**config.mk**
```make
export PLATFORM = sky130hd
export DESIGN_NAME = dcc_scan_seq
export DESIGN_NICKNAME = d
export VERILOG_FILES = /design/src/rtl/dcc_pkg.sv /design/src/rtl/dcc_scan_seq.sv
export SDC_FILE = /design/constraint.sdc
export NUM_CORES = 1
export LEC_CHECK = 0
export ABC_CLOCK_PERIOD_IN_PS = 2200
export BUFFER_PORTS_ARGS = -buffer_cell sky130_fd_sc_hd__buf_2
export CAP_MARGIN = 30
export CORE_UTILIZATION = 39
export DETAILED_ROUTE_END_ITERATION = 16
export PLACE_DENSITY = 0.79
export SETUP_SLACK_MARGIN = 0.5
export SLEW_MARGIN = 5
export SYNTH_ARGS = -nofsm -noshare
export SYNTH_HDL_FRONTEND = slang
export SYNTH_SLANG_ARGS = --single-unit
```
**constraint.sdc**
```tcl
create_clock -name clk -period 2.2 [get_ports clk]
set_input_delay 0.44 -clock clk [delete_from_list [all_inputs] [get_ports clk]]
set_output_delay 0.44 -clock clk [all_outputs]
set_load 0.02 [all_outputs]
```
**src/rtl/dcc_pkg.sv**
```systemverilog
package dcc_pkg;
  localparam int FLG_W     = 4;
  localparam int FLG_STATE = 3;
  localparam int FLG_ADDR  = 2;
  localparam int FLG_SBE   = 1;
  localparam int FLG_DBE   = 0;

  localparam int STATE_LSB  = 25;
  localparam int STATE_W    = 5;
  localparam int PAR_HI_BIT = 11;
  localparam int PAR_LO_BIT = 10;
  localparam int PTAG_SPLIT = 26;

  localparam logic [63:0] ECC_BASE = 64'h0738C808099264FF;

  typedef enum logic [2:0] {
    SQ_IDLE, SQ_TAG_RD, SQ_TAG_EV, SQ_DAT_RD, SQ_DAT_EV, SQ_EMIT
  } scan_state_e;

  // mask of check bit i: base pattern rotated left by one byte per bit
  function automatic logic [63:0] ecc_mask(input int unsigned bit_i);
    logic [127:0] t;
    t = {ECC_BASE, ECC_BASE} << (8 * bit_i);
    return t[127:64];
  endfunction

  function automatic logic state_legal(input logic [STATE_W-1:0] s);
    case (s)
      5'h00, 5'h0F, 5'h13, 5'h16, 5'h19, 5'h1C: return 1'b1;
      default: return 1'b0;
    endcase
  endfunction
endpackage

```
**src/rtl/dcc_scan_seq.sv**
```systemverilog
module dcc_scan_seq
  import dcc_pkg::*;
#(
  parameter int NUM_WAYS = 4,
  parameter int LINE_DW  = 4,
  parameter int IDX_W    = 8,
  parameter int PA_W     = 40,
  localparam int WAY_W   = $clog2(NUM_WAYS),
  localparam int OFF_W   = $clog2(LINE_DW),
  localparam int ADDR_W  = WAY_W + IDX_W + OFF_W + 3
) (
  input  logic               clk,
  input  logic               rst_n,
  input  logic               start,
  input  logic [IDX_W-1:0]   set_idx,
  input  logic               check_data,
  input  logic               tag_state_bad,
  input  logic               tag_addr_bad,
  input  logic [PA_W-1:0]    tag_pa,
  input  logic               dw_sbe,
  input  logic               dw_dbe,
  output logic [IDX_W-1:0]   idx_q,
  output logic               rd_en,
  output logic [ADDR_W-1:0]  rd_addr,
  output logic               busy,
  output logic               done,
  output logic [FLG_W-1:0]   err_flags,
  output logic               res_valid,
  input  logic               res_ready,
  output logic [WAY_W-1:0]   res_way,
  output logic [FLG_W-1:0]   res_flags,
  output logic [LINE_DW-1:0] res_bad_ecc,
  output logic [PA_W-1:0]    res_pa
);
  localparam logic [WAY_W-1:0] LAST_WAY = WAY_W'(NUM_WAYS - 1);
  localparam logic [OFF_W-1:0] LAST_OFF = OFF_W'(LINE_DW - 1);

  scan_state_e         st_q;
  logic [WAY_W-1:0]    way_q;
  logic [OFF_W-1:0]    off_q;
  logic                data_q;
  logic                done_q;
  logic [FLG_W-1:0]    acc_q;
  logic [FLG_W-1:0]    wflg_q;
  logic [LINE_DW-1:0]  wmask_q;
  logic [PA_W-1:0]     wpa_q;

  logic [FLG_W-1:0]    tag_flg, dat_flg;
  logic [LINE_DW-1:0]  off_bit;
  logic [OFF_W-1:0]    addr_off;

  always_comb begin
    tag_flg            = '0;
    tag_flg[FLG_STATE] = tag_state_bad;
    tag_flg[FLG_ADDR]  = tag_addr_bad;
    dat_flg            = '0;
    dat_flg[FLG_SBE]   = dw_sbe;
    dat_flg[FLG_DBE]   = dw_dbe;
    // offset 0 owns the most significant mask bit
    off_bit  = LINE_DW'(1) << (LAST_OFF - off_q);
    addr_off = (st_q == SQ_DAT_RD) ? off_q : '0;
  end

  always_ff @(posedge clk or negedge rst_n) begin
    if (!rst_n) begin
      st_q    <= SQ_IDLE;
      way_q   <= '0;
      off_q   <= '0;
      idx_q   <= '0;
      data_q  <= 1'b0;
      done_q  <= 1'b0;
      acc_q   <= '0;
      wflg_q  <= '0;
      wmask_q <= '0;
      wpa_q   <= '0;
    end else begin
      done_q <= 1'b0;
      case (st_q)
        SQ_IDLE: begin
          if (start) begin
            idx_q  <= set_idx;
            data_q <= check_data;
            acc_q  <= '0;
            way_q  <= '0;
            st_q   <= SQ_TAG_RD;
          end
        end
        SQ_TAG_RD: st_q <= SQ_TAG_EV;
        SQ_TAG_EV: begin
          wflg_q  <= tag_flg;
          wmask_q <= '0;
          wpa_q   <= tag_pa;
          acc_q   <= acc_q | tag_flg;
          off_q   <= '0;
          st_q    <= data_q ? SQ_DAT_RD : SQ_EMIT;
        end
        SQ_DAT_RD: st_q <= SQ_DAT_EV;
        SQ_DAT_EV: begin
          if (dw_sbe | dw_dbe) begin
            wmask_q <= wmask_q | off_bit;
          end
          wflg_q <= wflg_q | dat_flg;
          acc_q  <= acc_q | dat_flg;
          if (off_q == LAST_OFF) begin
            st_q <= SQ_EMIT;
          end else begin
            off_q <= off_q + 1'b1;
            st_q  <= SQ_DAT_RD;
          end
        end
        SQ_EMIT: begin
          if (res_ready) begin
            if (way_q == LAST_WAY) begin
              st_q   <= SQ_IDLE;
              done_q <= 1'b1;
            end else begin
              way_q <= way_q + 1'b1;
              st_q  <= SQ_TAG_RD;
            end
          end
        end
        default: st_q <= SQ_IDLE;
      endcase
    end
  end

  assign rd_en       = (st_q == SQ_TAG_RD) || (st_q == SQ_DAT_RD);
  assign rd_addr     = {way_q, idx_q, addr_off, 3'b000};
  assign busy        = (st_q != SQ_IDLE);
  assign done        = done_q;
  assign err_flags   = acc_q;
  assign res_valid   = (st_q == SQ_EMIT);
  assign res_way     = way_q;
  assign res_flags   = wflg_q;
  assign res_bad_ecc = wmask_q;
  assign res_pa      = wpa_q;
endmodule

```
==> results of run 1 <==
-- layout by cell type, fill, tap and decap left out, types with 4 or more instances in the layout --
cell type and instances:
buf_2 131, buf_4 11, nor2_1 13, mux2_2 50, buf_12 4, dfrtp_2 4
o2bb2ai_1 4, a41oi_1 4, nor2b_1 4, ha_1 5, dfrtp_1 65, inv_1 4
nand2_1 6, a21oi_1 12, clkbuf_8 11
-- registers in the layout (all words and copies together), names as in the netlist --
| signal | count |
|---|---|
| res_flags | 4 |
| off_q | 2 |
| st_q | 3 |
| idx_q | 8 |
| res_pa | 40 |
| data_q | 1 |
| res_bad_ecc | 4 |
| done | 1 |
| res_way | 2 |
| err_flags | 4 |
-- area by class of cell --
| class | count | area share [%] |
|---|---|---|
| clock buffer | 11 | 3.71 |
| clock inverter | 5 | 2.60 |
| inverter | 6 | 0.674 |
| multi-input combinational | 126 | 27.0 |
| sequential | 69 | 42.4 |
| tap | 99 | 3.03 |
| timing repair buffer | 148 | 20.6 |
-- routing by layer --
layer | up-vias | GRT usage [%]
li1 | 1039 | -
met1 | 1087 | 19.9
met2 | 110 | 27.3
met3 | 8 | 4.34
met4 | 0 | 8.23
met5 | - | 0
-- power breakdown --
group	switching (mW)	internal (mW)
Sequential	0.388	1.89
Clock	0.475	0.817
Combinational	1.88	1.45
-- worst min-delay path by stage --
stage	from	to	slack [ns]
floorplan	rst_n	data_q$_DFFE_PN0P_	0.14
global placement	res_pa[36]$_DFFE_PN0N_	res_pa[36]$_DFFE_PN0N_	0.47
detailed placement	res_pa[36]$_DFFE_PN0N_	res_pa[36]$_DFFE_PN0N_	0.47
CTS	rst_n	err_flags[0]$_DFFE_PN0P_	0.12
global route	rst_n	res_flags[0]$_DFFE_PN0P_	0.14
finish	rst_n	err_flags[0]$_DFFE_PN0P_	0.11
-- through the flow --
| stage | cell area [µm²] | setup slack, ns | total power, mW |
|---|---|---|---|
| finish | 4080 | 0.496 | 6.90 |
| global route | 4080 | 0.453 | 7.36 |
| CTS | 4050 | 0.472 | 6.92 |
| detailed placement | 3660 | 0.340 | 5.40 |
| global placement | 3660 | 0.381 | 5.28 |
| floorplan | 2970 | 0.482 | 4.51 |
-- critical path, cell delays in order, from the launching register on --
cell and delay, ns:
dfrtp_2 0.50, nand2b_4 0.13, nor3_4 0.16, buf_6 0.14
-- cells by family after synthesis --
logic type / count (synthesis) / synth area share [%]
multiplexers: 53 / 20.2
other: 1 / 0.127
buffers and inverters: 28 / 6.02
flip-flops: 69 / 58.5
adder cells (fa/ha/maj): 5 / 2.12
AND/OR/NAND/NOR: 39 / 7.46
AO/OA/AOI/OAI: 26 / 5.64
-- timing repair --
| action | CTS | global route |
|---|---|---|
| buffers inserted | 7 | 2 |
| resized for setup | 19 | 6 |
| pin swaps | 1 | 1 |
| endpoints found under the setup margin | 57 | 27 |
==> summary.txt, run 1 <==
WORST SETUP PATH
---------------------------------------------------------------------------------
Critical path type .................................................      reg2out
Endpoint of the most critical setup path ...........................   rd_addr[3]
Worst endpoint required time .......................................      1.76 ns
Source of the critical timing path ................................. st_q[1]$_DFFE_PN0P_
Crit start category ................................................         flop
Worst reg2reg path depth ...........................................            5
Endpoint of the most critical register-to-register path ............ res_pa[18]$_DFFE_PN0N_
Kind of end point of the critical path ............................. primary output
R2r setup slk ......................................................      0.56 ns
Top fanout value on the critical path ..............................            7
Arrival time at the worst endpoint .................................      1.26 ns
RR Startpoint ...................................................... st_q[0]$_DFFE_PN0P_

STA
---------------------------------------------------------------------------------
Max Freq ...........................................................      587 MHz
Worst hold slack across all endpoints ..............................     0.115 ns
Final worst clock skew .............................................   0.00962 ns
Post-route fraction of the period consumed by the critical path ....        77.4%
Setup_tns ..........................................................         0 ns
Count of endpoints failing setup in the final report ...............            0
Clock period minus final worst setup slack .........................      1.70 ns
RSZ-0062 raised after global routing ...............................         true
Final Max Slew Viols ...............................................            0
Count of endpoints failing hold in the final timing report .........            0

PLACEMENT
---------------------------------------------------------------------------------
Placed cell count ..................................................          439
Buffers added on ports .............................................          134
Global placer's final weighted congestion ..........................        0.765
Post-detail-place hpwl .............................................      4.41 mm

FLOORPLAN
---------------------------------------------------------------------------------
Initial Util .......................................................        40.5%
Io pins ............................................................          138
Cell Rows ..........................................................           31
Horizontal die dimension ...........................................      89.0 µm
Total Die Area .....................................................     7920 µm²
Chip Height ........................................................      89.0 µm
Total core area ....................................................     7290 µm²

POWER
---------------------------------------------------------------------------------
Worst supply voltage drop on vdd ...................................       805 µV
Power density over cell area .......................................  1690 nW/µm²
Leakage Power ......................................................      2.01 nW

GLOBAL ROUTING
---------------------------------------------------------------------------------
Antenna violations before repair ...................................            0
Vias in the first global route .....................................         2153
Overflow left after global routing .................................            0
Global-route wire length before repair .............................      9.83 mm
Maximum number of pins on one net before global-route repair .......           70
All-Layer GR Usage .................................................        16.5%

LOGIC SYNTHESIS
---------------------------------------------------------------------------------
Number of synthesized flops with an enable pin .....................            0
Top-area cell type share of the netlist area .......................        58.5%
Cell taking the most area after synthesis ..........................      dfrtp_1
Post-synthesis instance area .......................................     2950 µm²
Share of synthesized flip-flops with an asynchronous set or reset ..         100%
Most common library cells after synthesis .......................... dfrtp_1 (69), mux2_2 (50), buf_4 (17), nor2_1 (14), a21oi_1 (12)
Post-Synthesis Cells ...............................................          221
Mean area per synthesized cell .....................................     13.4 µm²
Cell with the most instances after synthesis .......................      dfrtp_1
Most frequently used flop master after synthesis ...................      dfrtp_1
Yosys warns ........................................................            0
Sequential element share of the synthesized area ...................        58.5%
Cell types occupying the most area after synthesis ................. dfrtp_1 (58%), mux2_2 (19%), buf_4 (4.3%)
Synth unique cells .................................................           31
Synthesis-stage register bit count .................................           69

FINAL LAYOUT
---------------------------------------------------------------------------------
Filler Cell Count ..................................................          625
Final Util .........................................................        56.0%
Area taken by multi-input logic gates ..............................     1100 µm²
Area added between synthesis and finish ............................        38.3%
Fin nets ...........................................................          422
Footprint of the flip-flops and latches ............................     1730 µm²
Antenna Diode Count ................................................            0
Non-filler cells, final ............................................          464
Share of post-route cells with drive strength above 1 ..............        63.0%

ROUTE
---------------------------------------------------------------------------------
Detailed-routing wirelength on met1 ................................      2.64 mm
Detail-routed net length per standard cell .........................      13.6 µm
Antenna Violating Nets Remaining ...................................            0
Wire length on met2 ................................................      3.17 mm
1st-iter DRT viols .................................................          113
Wire length on met3 ................................................       410 µm
Drt via density ....................................................         4.84
Uppermost layer routed .............................................         met4
First-pass DRT Iterations ..........................................            4
Residual DRC count .................................................            0
Count of vias placed by the detailed router ........................         2244
Wirelength, routed .................................................      6.30 mm

HOLD PATH
---------------------------------------------------------------------------------
Hold WC Path Type ..................................................     in2async

CLOCK TREE
---------------------------------------------------------------------------------
Clock Tree Root ....................................................     clkbuf_8
Clock latency of the later-clocked register in the worst-skew pair .      0.33 ns
Reg clk slew, reported paths .......................................      0.08 ns
H-tree depth .......................................................            3
Max Buffers Root-to-Sink ...........................................            2
Clock sink count ...................................................           69
Number of CTS-inserted buffers .....................................            9
CTS hold repair buffers ............................................            0
TritonCTS clock tree ...............................................          yes

RUN
---------------------------------------------------------------------------------
Max-Cap Viols ......................................................            0

STATUS
---------------------------------------------------------------------------------
Outcome ............................................................    completed

(Power assumes the default switching activity.)
==> run 2: changes to the inputs <==
--- a/config.mk
+++ b/config.mk
@@ -5,12 +5,13 @@
 export SDC_FILE = /design/constraint.sdc
 export NUM_CORES = 1
 export LEC_CHECK = 0
-export ABC_CLOCK_PERIOD_IN_PS = 2200
+export ABC_AREA = 1
+export ABC_CLOCK_PERIOD_IN_PS = 1390
 export BUFFER_PORTS_ARGS = -buffer_cell sky130_fd_sc_hd__buf_2
 export CAP_MARGIN = 30
 export CORE_UTILIZATION = 39
 export DETAILED_ROUTE_END_ITERATION = 16
-export PLACE_DENSITY = 0.79
+export PLACE_DENSITY = 0.82
 export SETUP_SLACK_MARGIN = 0.5
 export SLEW_MARGIN = 5
 export SYNTH_ARGS = -nofsm -noshare
==> constraint.sdc (replaced) <==
create_clock -name clk -period 1.39 [get_ports clk]
set_input_delay 0.278 -clock clk [delete_from_list [all_inputs] [get_ports clk]]
set_output_delay 0.278 -clock clk [all_outputs]
set_load 0.02 [all_outputs]
==> run 2 against run 1 <==
The run now ends with setup timing left. Core utilization up 23 points. Sequential power rose by 69%. Clock skew rose by 0.0022 ns. Register-to-register slack worse by 0.75 ns. Die area is 0.71% lower. Count of clock-buffer cells in the layout did not move. Highest routed layer unchanged. Non-clock buffer count is 90 higher.
==> summary.txt, run 2 <==
STATUS
---------------------------------------------------------------------------------
Outcome ............................................................ finished with violations
Violations in the final reports .................................... setup timing

GLOBAL ROUTING
---------------------------------------------------------------------------------
Vias in the first global route .....................................         3155
Overflow left after global routing .................................            0
All-Layer GR Usage .................................................        27.2%
Antenna violations before repair ...................................            0
Global-route wire length before repair .............................      15.5 mm
Maximum number of pins on one net before global-route repair .......           70

CLOCK TREE
---------------------------------------------------------------------------------
Reg clk slew, reported paths .......................................      0.08 ns
Clock sink count ...................................................           69
Clock Tree Root ....................................................     clkbuf_8
Clock latency of the later-clocked register in the worst-skew pair .      0.34 ns
Max Buffers Root-to-Sink ...........................................            2
Number of CTS-inserted buffers .....................................            9
TritonCTS clock tree ...............................................          yes
H-tree depth .......................................................            3

ROUTE
---------------------------------------------------------------------------------
Antenna Violating Nets Remaining ...................................            0
Residual DRC count .................................................            0
Detail-routed net length per standard cell .........................      16.5 µm
Drt via density ....................................................         4.75
Wirelength, routed .................................................      11.0 mm
First-pass DRT Iterations ..........................................            4
Count of vias placed by the detailed router ........................         3162
1st-iter DRT viols .................................................           81

LOGIC SYNTHESIS
---------------------------------------------------------------------------------
Number of synthesized flops with an enable pin .....................            0
Cell taking the most area after synthesis ..........................      dfrtp_1
Cell types occupying the most area after synthesis ................. dfrtp_1 (59%), nand2_1 (22%), buf_4 (3.8%)
Post-Synthesis Cells ...............................................          335
Synthesis-stage register bit count .................................           69
Mean area per synthesized cell .....................................     8.75 µm²
Synth unique cells .................................................           22
Post-synthesis instance area .......................................     2930 µm²
Top-area cell type share of the netlist area .......................        58.9%
Most common library cells after synthesis .......................... nand2_1 (174), dfrtp_1 (69), inv_1 (18), buf_4 (15), nor2_1 (10)
Share of synthesized flip-flops with an asynchronous set or reset ..         100%
Sequential element share of the synthesized area ...................        58.9%
Cell with the most instances after synthesis .......................      nand2_1
Most frequently used flop master after synthesis ...................      dfrtp_1
Yosys warns ........................................................            0

WORST SETUP PATH
---------------------------------------------------------------------------------
Crit path top cell by count ........................................       buf_12
Arrival time at the worst endpoint .................................      1.81 ns
Biggest cell delay along the critical path .........................      0.44 ns
Worst endpoint required time .......................................      1.62 ns
Worst Path Buf+Inv .................................................            5
Ordered list of cells on the worst path ............................ buf_4 > nor2_4 > buf_6 > nand2_8 > inv_12 > buf_12 > buf_12 > o211ai_1 > nand2_1
Top fanout value on the critical path ..............................            5
Crit-path slowest cell .............................................      dfrtp_2
Critical path type .................................................      reg2reg
Kind of cell adding the most delay to the critical path ............ buffers and inverters
Kind of end point of the critical path .............................         flop
R2r setup slk ......................................................     -0.19 ns
Endpoint of the most critical register-to-register path ............ off_q[1]$_DFFE_PN0P_
Worst reg2reg path depth ...........................................            9
RR Startpoint ...................................................... st_q[0]$_DFFE_PN0P_
Crit start category ................................................         flop

FLOORPLAN
---------------------------------------------------------------------------------
Io pins ............................................................          138
Total core area ....................................................     7250 µm²
Chip Height ........................................................      88.7 µm
Total Die Area .....................................................     7870 µm²
Horizontal die dimension ...........................................      88.7 µm
Cell Rows ..........................................................           31
Initial Util .......................................................        40.4%

STA
---------------------------------------------------------------------------------
Final worst slack ..................................................    -0.194 ns
RSZ-0062 raised after global routing ...............................         true
Post-route fraction of the period consumed by the critical path ....         114%
Final Max Slew Viols ...............................................            0
Final worst clock skew .............................................    0.0118 ns
Count of endpoints failing hold in the final timing report .........            0
Clock period minus final worst setup slack .........................      1.58 ns
Max Freq ...........................................................      631 MHz
Worst hold slack across all endpoints ..............................     0.137 ns
Setup_tns ..........................................................     -8.70 ns
Count of endpoints failing setup in the final report ...............           71

FINAL LAYOUT
---------------------------------------------------------------------------------
Highest-count cells in the layout ignoring fill and taps ........... nand2_1 (111), buf_6 (84), buf_4 (75)
Area added between synthesis and finish ............................        96.2%
Filler Cell Count ..................................................          420
Area taken by multi-input logic gates ..............................     1250 µm²
Commonest non-fill, non-tap cell in the layout .....................      nand2_1
Share of post-route cells with drive strength above 1 ..............        62.9%
Footprint of the flip-flops and latches ............................     1740 µm²
Number of flip-flops in the largest register .......................           40
Antenna Diode Count ................................................            0
Fin nets ...........................................................          623

HOLD PATH
---------------------------------------------------------------------------------
Worst hold path depth ..............................................            3
Hold WC Path Type ..................................................       in2reg
Endpoint of the worst hold-timing path ............................. idx_q[5]$_DFFE_PN0P_
Hold Startpoint ....................................................   set_idx[5]

POWER
---------------------------------------------------------------------------------
Power density over cell area .......................................  2660 nW/µm²
Leakage Power ......................................................      3.03 nW
Worst supply voltage drop on vdd ...................................      1370 µV

PLACEMENT
---------------------------------------------------------------------------------
Worst slack, placed ................................................     0.140 ns
Buffers added on ports .............................................          134
Global placer's final weighted congestion ..........................        0.820
Post-detail-place hpwl .............................................      4.73 mm

RUN
---------------------------------------------------------------------------------
Max-Cap Viols ......................................................            0

-- run 2: changes by cell type after synthesis, moves of 4 or more --
cell / previous run / this run
a21oi_1: 12 / 6
mux2_2: 50 / 0
nand2_1: 6 / 174
nor2b_1: 4 / 0
o2bb2ai_1: 4 / 0
nor2_1: 14 / 10
buf_2: 1 / 6
a41oi_1: 4 / 0
nor3_1: 5 / 1
inv_1: 5 / 18
nand3_1: 0 / 6
-- run 2: final cells by class --
| cell class | count | share of cell area, % |
|---|---|---|
| clock buffers | 11 | 2.28 |
| clock inverters | 5 | 1.31 |
| inverters | 20 | 1.74 |
| multi-input cells | 223 | 21.7 |
| flip-flops and latches | 69 | 30.3 |
| well taps | 99 | 2.15 |
| repair buffers | 238 | 40.5 |
-- run 2: stage by stage --
stage	util [%]	area, µm²	total power [mW]	instances
CTS	75.9	5500	14.3	639
detailed placement	51.2	3710	8.23	552
floorplan	-	3070	6.93	337
global placement	51.2	3710	8.05	552
global route	79.3	5750	16.1	665
finish	79.3	5750	15.3	665
-- run 2: cell families (layout without fill, tap and decap cells) --
family                   after synthesis  count (layout)  share of synthesized area, %
flip-flops                            69              69                          58.9
AND/OR/NAND/NOR                      199             199                          26.8
adder cells (fa/ha/maj)                5               5                          2.13
buffers and inverters                 45             274                          8.96
other                                  1               3                         0.128
AO/OA/AOI/OAI                         16              16                          3.12
-- run 2: how the worst max path moves through the flow --
| stage | depth (start not counted) | slack, ns | start | endpoint |
|---|---|---|---|---|
| 6_report | 9 | -0.19 | st_q[0]$_DFFE_PN0P_ | off_q[1]$_DFFE_PN0P_ |
| 3_3_place_gp | 5 | 0.18 | st_q[0]$_DFFE_PN0P_ | rd_addr[3] |
| 2_1_floorplan | 4 | 0.18 | st_q[0]$_DFFE_PN0P_ | rd_addr[3] |
| 3_5_place_dp | 6 | 0.14 | st_q[0]$_DFFE_PN0P_ | off_q[1]$_DFFE_PN0P_ |
| 4_1_cts | 4 | -0.13 | st_q[2]$_DFFE_PN0P_ | rd_addr[3] |
| 5_1_grt | 9 | -0.24 | st_q[0]$_DFFE_PN0P_ | off_q[1]$_DFFE_PN0P_ |
-- run 2: routing by layer --
layer | GRT usage [%] | wire [µm] | vias to the layer above
met5 | 0 | 0 | -
met4 | 13.3 | 309 | 0
met3 | 4.57 | 493 | 27
met2 | 50.4 | 6150 | 125
met1 | 29.9 | 4050 | 1548
li1 | - | - | 1462
-- run 2: worst reg2reg max path, stage by stage, from the launching register on --
cell      delay (ns)
dfrtp_2         0.44
buf_4           0.14
nor2_4          0.04
buf_6           0.14
nand2_8         0.10
inv_12          0.05
buf_12          0.13
buf_12          0.13
o211ai_1        0.20
nand2_1         0.08
-- run 2: what timing repair did --
| item | in CTS | in global routing |
|---|---|---|
| setup endpoints to repair | 147 | 147 |
| hold endpoints to repair | 69 | 0 |
| gates resized for setup | 259 | 9 |
| setup buffers | 57 | 26 |
| pin swaps | 68 | 2 |
| gates cloned | 13 | 0 |
| hold buffers | 1 | 0 |
-- run 2: where the power goes --
| part | internal [mW] | switching (mW) | total [mW] | leakage, nW |
|---|---|---|---|---|
| logic | 5.17 | 4.49 | 9.66 | 2.08 |
| clock network | 1.00 | 0.764 | 1.77 | 0.107 |
| registers | 2.97 | 0.881 | 3.85 | 0.848 |
| total | 9.14 | 6.13 | 15.3 | 3.03 |
